## config.mk

```make
export PLATFORM = sky130hd
export DESIGN_NAME = e1_ts0_tx_mux
export DESIGN_NICKNAME = d
export VERILOG_FILES = /design/src/rtl/e1_ts0_pkg.sv /design/src/rtl/e1_ts0_cfg_hold.sv /design/src/rtl/e1_ts0_field_dec.sv /design/src/rtl/e1_ts0_bit_gen.sv /design/src/rtl/e1_ts0_tx_mux.sv
export SDC_FILE = /design/constraint.sdc
export NUM_CORES = 1
export LEC_CHECK = 0
export ABC_AREA = 1
export BUFFER_PORTS_ARGS = -buffer_cell sky130_fd_sc_hd__buf_2
export CAP_MARGIN = 20
export CORE_AREA = 4 4 48 50
export CTS_BUF_LIST = sky130_fd_sc_hd__clkbuf_4 sky130_fd_sc_hd__clkbuf_8
export DETAILED_ROUTE_END_ITERATION = 8
export DIE_AREA = 0 0 52 54
export PLACE_DENSITY = 0.81
export SYNTH_ARGS = -nofsm -noshare
export SYNTH_HDL_FRONTEND = slang
export SYNTH_SLANG_ARGS = --single-unit
export TNS_END_PERCENT = 50
```

## constraint.sdc

```tcl
create_clock -name clk_i -period 1.3 [get_ports clk_i]
set_clock_uncertainty 0.1 [all_clocks]
set_input_delay 0.195 -clock clk_i [delete_from_list [all_inputs] [get_ports clk_i]]
set_output_delay 0.195 -clock clk_i [all_outputs]
set_load 0.03 [all_outputs]
```

## src/rtl/e1_ts0_pkg.sv

```systemverilog
package e1_ts0_pkg;
  localparam int SA_W = 5;

  typedef enum logic [2:0] {
    FLD_SI,
    FLD_FRAME,
    FLD_FIX1,
    FLD_A,
    FLD_SA
  } field_e;

  typedef struct packed {
    logic            full;
    logic            m_si;
    logic            m_a;
    logic            m_sa;
    logic            auto_a;
    logic            unsync;
    logic            si_fas;
    logic            si_nfas;
    logic            a_bit;
    logic [SA_W-1:0] sa;
  } ts0_cfg_t;
endpackage

```

## src/rtl/e1_ts0_cfg_hold.sv

```systemverilog
module e1_ts0_cfg_hold
  import e1_ts0_pkg::*;
(
  input  logic     clk_i,
  input  logic     rst_ni,
  input  logic     start_i,
  input  ts0_cfg_t cfg_i,
  output ts0_cfg_t cfg_o
);
  ts0_cfg_t cfg_q;

  always_ff @(posedge clk_i or negedge rst_ni) begin
    if (!rst_ni)      cfg_q <= '0;
    else if (start_i) cfg_q <= cfg_i;
  end

  // first bit of the slot uses live values, the rest the held copy
  assign cfg_o = start_i ? cfg_i : cfg_q;
endmodule

```

## src/rtl/e1_ts0_field_dec.sv

```systemverilog
module e1_ts0_field_dec
  import e1_ts0_pkg::*;
#(
  parameter int BIT_W = 3
) (
  input  logic             fas_i,
  input  logic [BIT_W-1:0] bit_i,
  output field_e           field_o
);
  localparam int SA_LO = 3;

  always_comb begin
    if (bit_i == '0)             field_o = FLD_SI;
    else if (fas_i)              field_o = FLD_FRAME;
    else if (bit_i == BIT_W'(1)) field_o = FLD_FIX1;
    else if (bit_i == BIT_W'(2)) field_o = FLD_A;
    else if (int'(bit_i) >= SA_LO) field_o = FLD_SA;
    else                         field_o = FLD_FIX1;
  end
endmodule

```

## src/rtl/e1_ts0_bit_gen.sv

```systemverilog
module e1_ts0_bit_gen
  import e1_ts0_pkg::*;
#(
  parameter int         BIT_W   = 3,
  parameter logic [6:0] FAS_PAT = 7'b0011011
) (
  input  field_e           field_i,
  input  logic             fas_i,
  input  logic [BIT_W-1:0] bit_i,
  input  logic             data_i,
  input  ts0_cfg_t         cfg_i,
  output logic             bit_o
);
  localparam int LAST = (1 << BIT_W) - 1;

  logic int_bit;
  logic transp;
  logic [BIT_W-1:0] rev;

  assign rev = BIT_W'(LAST) - bit_i;

  always_comb begin
    int_bit = 1'b1;
    transp  = 1'b0;
    unique case (field_i)
      FLD_SI: begin
        int_bit = fas_i ? cfg_i.si_fas : cfg_i.si_nfas;
        transp  = cfg_i.m_si;
      end
      FLD_FRAME: int_bit = FAS_PAT[rev];
      FLD_FIX1:  int_bit = 1'b1;
      FLD_A: begin
        int_bit = cfg_i.auto_a ? cfg_i.unsync : cfg_i.a_bit;
        transp  = cfg_i.m_a;
      end
      FLD_SA: begin
        int_bit = cfg_i.sa[rev[2:0]];
        transp  = cfg_i.m_sa;
      end
      default: int_bit = 1'b1;
    endcase
    bit_o = (cfg_i.full || transp) ? data_i : int_bit;
  end
endmodule

```

## src/rtl/e1_ts0_tx_mux.sv

```systemverilog
module e1_ts0_tx_mux
  import e1_ts0_pkg::*;
#(
  parameter int         TS_W    = 5,
  parameter int         BIT_W   = 3,
  parameter logic [6:0] FAS_PAT = 7'b0011011
) (
  input  logic            clk_i,
  input  logic            rst_ni,
  input  logic            frame_fas_i,
  input  logic [TS_W-1:0] ts_idx_i,
  input  logic [BIT_W-1:0] bit_idx_i,
  input  logic            tx_data_i,
  input  logic            full_transp_i,
  input  logic            mask_si_i,
  input  logic            mask_a_i,
  input  logic            mask_sa_i,
  input  logic            si_fas_i,
  input  logic            si_nfas_i,
  input  logic            a_bit_i,
  input  logic            auto_a_i,
  input  logic            rx_unsync_i,
  input  logic [SA_W-1:0] sa_bits_i,
  output logic            tx_data_o
);
  logic     in_ts0;
  logic     slot_start;
  ts0_cfg_t cfg_live;
  ts0_cfg_t cfg_eff;
  field_e   field;
  logic     gen_bit;
  logic     out_d;

  assign in_ts0     = (ts_idx_i == '0);
  assign slot_start = in_ts0 && (bit_idx_i == '0);

  assign cfg_live = '{full:    full_transp_i,
                      m_si:    mask_si_i,
                      m_a:     mask_a_i,
                      m_sa:    mask_sa_i,
                      auto_a:  auto_a_i,
                      unsync:  rx_unsync_i,
                      si_fas:  si_fas_i,
                      si_nfas: si_nfas_i,
                      a_bit:   a_bit_i,
                      sa:      sa_bits_i};

  e1_ts0_cfg_hold u_hold (
    .clk_i   (clk_i),
    .rst_ni  (rst_ni),
    .start_i (slot_start),
    .cfg_i   (cfg_live),
    .cfg_o   (cfg_eff)
  );

  e1_ts0_field_dec #(.BIT_W(BIT_W)) u_dec (
    .fas_i   (frame_fas_i),
    .bit_i   (bit_idx_i),
    .field_o (field)
  );

  e1_ts0_bit_gen #(.BIT_W(BIT_W), .FAS_PAT(FAS_PAT)) u_gen (
    .field_i (field),
    .fas_i   (frame_fas_i),
    .bit_i   (bit_idx_i),
    .data_i  (tx_data_i),
    .cfg_i   (cfg_eff),
    .bit_o   (gen_bit)
  );

  assign out_d = in_ts0 ? gen_bit : tx_data_i;

  always_ff @(posedge clk_i or negedge rst_ni) begin
    if (!rst_ni) tx_data_o <= 1'b0;
    else         tx_data_o <= out_d;
  end
endmodule

```

== After elaboration in Yosys (flattened, before gate mapping) ==
Memories as Yosys holds them, arrays and structs flattened.
Cells that the tools add are included.

* Add/subtract/negate cells: 1
* Multipliers: 0
* Div/mod/pow operators: 0
* $lt $le $gt $ge: 2
* Equality and inequality tests: 5
* Shifts and indexed selects: 0
* Mux-type cells: 15
* Bitwise operators: 0
* Reductions and logical operators: 5

{| class="wikitable"
|+ Operators by type and width
! cell !! number
|-
| $mux 3 || 5
|-
| $mux 14 || 1
|-
| $eq 3x1->1 const B || 2
|-
| $eq 3x2->1 const B || 2
|-
| $logic_not 3->1 || 2
|-
| $mux 1 || 6
|-
| $logic_not 5->1 || 1
|-
| $lt 3x4->1 const B || 1
|-
| $pmux 1 s4 || 1
|-
| $bmux 1 s3 || 1
|-
| $eq 3x3->1 const B || 1
|-
| $ge 3x2->1 const B || 1
|-
| $pmux 1 s3 || 1
|-
| $sub 3x3->3 const A || 1
|-
| $logic_and 1x1->1 || 1
|-
| $logic_or 1x1->1 || 1
|}

* Flip-flop bits (word level): 15
* Bits in latches: 0
* Memory bits (writable): 0
* ROM bits: 8
* Input port bits: 26
* Memories: 1

{| class="wikitable"
|+ Memory list
! memory !! words !! width !! rd ports !! clocked after Yosys merged registers in !! wr ports !! line !! RTL
|-
| (name not given) || 8 || 1 || 1 || 0 || 0 || e1_ts0_bit_gen.sv:30 || <nowiki>FLD_FRAME: int_bit = FAS_PAT[rev];</nowiki>
|}

== Depth between registers and ports, before layout ==
* Word-level depth: 11
* Mapped depth: 12
* Depth with buffers taken out: 11

== Hierarchy ==
Synthesis repeated with hierarchy kept, for this count alone.

* Cell total of the unflattened synthesis: 134
* Area, all modules: 873.3 um2

{| class="wikitable"
|+ By module, submodules not included
! module !! times used !! cells an instance !! area an instance (um2)
|-
| e1_ts0_cfg_hold || 1 || 59 || 530.5
|-
| e1_ts0_bit_gen || 1 || 53 || 224.0
|-
| e1_ts0_tx_mux || 1 || 10 || 71.3
|-
| e1_ts0_field_dec || 1 || 12 || 47.5
|}

== Worst setup path before layout ==
OpenSTA, ideal clock, no wires.

* Kind: input to register
* Start: in ts_idx_i[1]
* End: reg tx_data_o
* Library setup time: 0.122 ns
* Arrival: 1.134 ns
* Data required time: 1.078 ns
* Setup slack: -0.056 ns
* Cell stages on the path: 11
* Cell sequence: inv_1 > nand2_1 > nor2_8 > buf_4 > nand3_1 > nand3_1 > nand2_1 > inv_1 > nand3_1 > nor2_1 > a21oi_1

* Longest elaborated chain between the ends: 8
* Elaborated cells on any way between the ends: 12
* Those cells by class: mux: 9; reduce/logical: 3

{| class="wikitable"
|+ Ends and longest elaborated chain
! item !! line !! RTL
|-
| from (decl) || e1_ts0_tx_mux.sv:11 || <nowiki>input logic [TS_W-1:0] ts_idx_i,</nowiki>
|-
| $logic_not 5->1 * || e1_ts0_tx_mux.sv:34 || <nowiki>assign in_ts0 = (ts_idx_i == '0);</nowiki>
|-
| $logic_and 1x1->1 || e1_ts0_tx_mux.sv:35 || <nowiki>assign slot_start = in_ts0 && (bit_idx_i == '0);</nowiki>
|-
| $mux 14 || - ||
|-
| $bmux 1 s3 || e1_ts0_bit_gen.sv:37 || <nowiki>int_bit = cfg_i.sa[rev[2:0]];</nowiki>
|-
| $mux 1 (implied by the code) || e1_ts0_bit_gen.sv:37 ||
|-
| $pmux 1 s4 || e1_ts0_bit_gen.sv:25 || <nowiki>unique case (field_i)</nowiki>
|-
| $mux 1 || e1_ts0_bit_gen.sv:42 || <nowiki>bit_o = (cfg_i.full || transp) ? data_i : int_bit;</nowiki>
|-
| $mux 1 * || e1_ts0_tx_mux.sv:71 || <nowiki>assign out_d = in_ts0 ? gen_bit : tx_data_i;</nowiki>
|-
| via out_d || e1_ts0_tx_mux.sv:32 || <nowiki>logic out_d;</nowiki>
|-
| to (signal assigned) || e1_ts0_tx_mux.sv:75 || <nowiki>else tx_data_o <= out_d;</nowiki>
|-
| to (decl) || e1_ts0_tx_mux.sv:24 || <nowiki>output logic tx_data_o</nowiki>
|}

Mark *: on every way through the listed nets, which the timed path passes. The rest lies on a longest branch. The select of a mux whose other input is x is not followed.

== Final worst setup path ==
* Start: in ts_idx_i[3]
* End: reg tx_data_o

The elaborated chain is that of the path after synthesis.

==> impl_results.md <==
* Commonest cells after routing, fill and taps aside: 32 x nand2_1, 25 x buf_2, 24 x inv_1, 16 x buf_4, 15 x dfrtp_1
* GRT Residual Overflow at 0
* Post-synth EDFFs at 0
* Top cell type by total area after synthesis: dfrtp_1
* RSZ-0062 raised after global routing: true
* Routability Congestion at around 0.81
* Commonest non-fill, non-tap cell in the layout: nand2_1
* # rows at 16
* CP max stage delay at 0.16 ns
* CTS sink count at 15
* Cells after Synth at 132
* Main flop type after synthesis: dfrtp_1
* Vias in the first global route at between 800 and 900
* Ys Warns at 0
* Util after Layout at 0.745
* Core area at 0.00190 sq mm
* Worst r2r src: u_hold.cfg_q[11]
* Die X at 52 um
* Synthesized Nets at about 160
* CP Class: in2reg
* Detailed Routing Iterations Pass 1 at 5
* Syn avg cell area at around 7.3 sq um
* Status: finished with violations
* Layout area overhead at 47.1%
* Routed wire per std cell at 11.6 um
* HP Start: sa_bits_i[1]
* Min Tclk post-route at 1.31 ns
* Worst EP arrival at 1.39 ns
* Pwr Density at 756 mW/mm^2
* Crit-path leading delay family: simple AND/OR/NAND/NOR gates
* Crit path cell chain: buf_2 > nor2_4 > nand2_4 > nor2_8 > nand3b_1 > nand2_1 > nor2_1 > nor2_1 > nand3_1 > nor2_1 > a21oi_2
* Fin crit share at 1.01
* DRT iter0 DRCs at 17
* IO Pins at 27
* Worst path slowest cell: nor2_8
* Hold depth at 3
* CTS H-tree depth at 1
* WHS at 0.00502 ns
* First-pass GRT wire length at approximately 3.2 mm
* Synth top area cells: dfrtp_1 39%, nand2_1 14%, inv_1 9.4%, nand3_1 8.8%, nand3b_1 3.9%
* Setup crit start kind: input pin
* Maximum clock path buffer count at 2
* Slew margin rel. at 0.769
* Cell variety after synth at 21
* Post-route ant nets at 0
* Hold Path Class: in2reg
* Final worst setup slack at -0.0104 ns
* Detail Placement HPWL at 1.68 mm
* Multi-input gate area at 514 sq um
* Via count at 1009
* Worst-path fanout max at 5
* Yosys reg bits at 15
* Total GRT Usage at 0.157
* Root buffer cell: clkbuf_4
* Worst EP required at 1.38 ns
* Num CTS Buffers at 3
* CP endpoint kind: flip-flop
* IO Port Bufs at 26
* Nets at 208
* Remaining DRCs at 0
* Worst skew pair latency at 0.29 ns
* Register-to-Register Setup Slack at approximately 0.020 ns
* Post-Synthesis Cell Area at just under 0.001 sq mm
* Worst path most repeated cell: nor2_1
* Final Hold Fails at 0
* Tot Pwr at 0.00107 W
* Vias per cell at between 4 and 5
* Failing checks: negative setup slack
* VDD IR max at 0.523 mV
* Worst path buffer plus inverter count at 1
* Diodes inserted at 0
* Sequential share of the synthesized area at 0.390
* Sequential cell area at between 300 and 400 sq um
* Initial antenna violation count at 0
* Clk slew on worst S/H paths at 0.09 ns
* Initial Util at 0.507
* Share of flip-flops with an asynchronous set or reset at 1.00
* FILL cells at 133
* Die height at 54 um
* Detailed Route WL at 2.42 mm
* Top-area cell type share of the netlist area at 0.390
* Slew Limit Fails at 0
* Hold Path End: u_hold.cfg_q[1]
* Achievable frequency at roughly 0.76 GHz
* Final setup viols at 1
* Layout cells sized above 1 at 0.409
* Max-cap violations at 0
* Slew @ Worst Pin at 0.346 ns
* Pin count of the biggest net entering global routing at 16
* CTS tree: done
* Reg2reg end: tx_data_o
* Worst reg2reg path depth at 8
* Cell leakage power at 0.796 nW
* Full die area at 0.00281 sq mm
tightest hold or removal path, cell delays in order:
cell and delay, ns:
buf_2 0.07, nand2_1 0.04, nand2_1 0.05
final cells by class:
| cell class | count | area share |
|---|---|---|
| flip-flops and latches | 15 | 0.265 |
| inverters | 26 | 0.0724 |
| repair buffers | 48 | 0.255 |
| clock buffers | 4 | 0.0212 |
| multi-input cells | 88 | 0.363 |
| well taps | 27 | 0.0238 |
registers in the layout, indices dropped and copies added (netlist names):
| name | count |
|---|---|
| u_hold.cfg_q | 14 |
| tx_data_o | 1 |
layer usage:
| metal | track usage | share of wire |
|---|---|---|
| met5 | 0 | 0 |
| met4 | 0.0655 | 0.011 |
| met3 | 0.0332 | 0.048 |
| met2 | 0.289 | 0.53 |
| met1 | 0.175 | 0.41 |
where the power goes:
group,internal [W],switching [W]
Clock,0.000140,0.000155
Sequential,0.000504,0.0000147
Combinational,0.000123,0.000135
Total,0.000768,0.000305
stage by stage:
stage,area [sq um],worst slack [ns],setup TNS [ns],instances
after floorplan,985,-0.0160,-0.0160,132
after global placement,1230,-0.211,-0.211,193
after detailed placement,1230,-0.236,-0.262,193
after CTS,1270,0.0651,0,198
after global routing,1420,-0.0973,-0.0973,208
final,1420,-0.0104,-0.0104,208
how the worst max path moves through the flow:
stage                            from         to  depth (start not counted)
after floorplan           ts_idx_i[0]  tx_data_o                         11
after global placement    ts_idx_i[0]  tx_data_o                         11
after detailed placement  ts_idx_i[0]  tx_data_o                         11
after CTS                 ts_idx_i[0]  tx_data_o                         12
after global routing      ts_idx_i[3]  tx_data_o                         11
final                     ts_idx_i[3]  tx_data_o                         11
cell families after synthesis:
kind of cell	count (synthesis)	share of synthesized area
and+or+nand+nor	80	0.427
buffers and inverters	29	0.139
DFF	15	0.390
AOI/OAI and AO/OA	8	0.0442
synthesized netlist by cell type (3+ instances only):
cell	count
dfrtp_1	15
and2_1	3
inv_1	24
o21ai_0	4
nand3b_1	5
nor2_1	7
nand3_1	17
nand2_1	35
nand2_2	5
a21oi_1	3
what timing repair did:
action,in CTS,in global routing
setup endpoints to repair,0,1
hold buffers,1,0
resized for setup,0,15
buffers inserted,0,10
hold endpoints to repair,15,0
No activity file was read; power rests on OpenSTA's default activity.
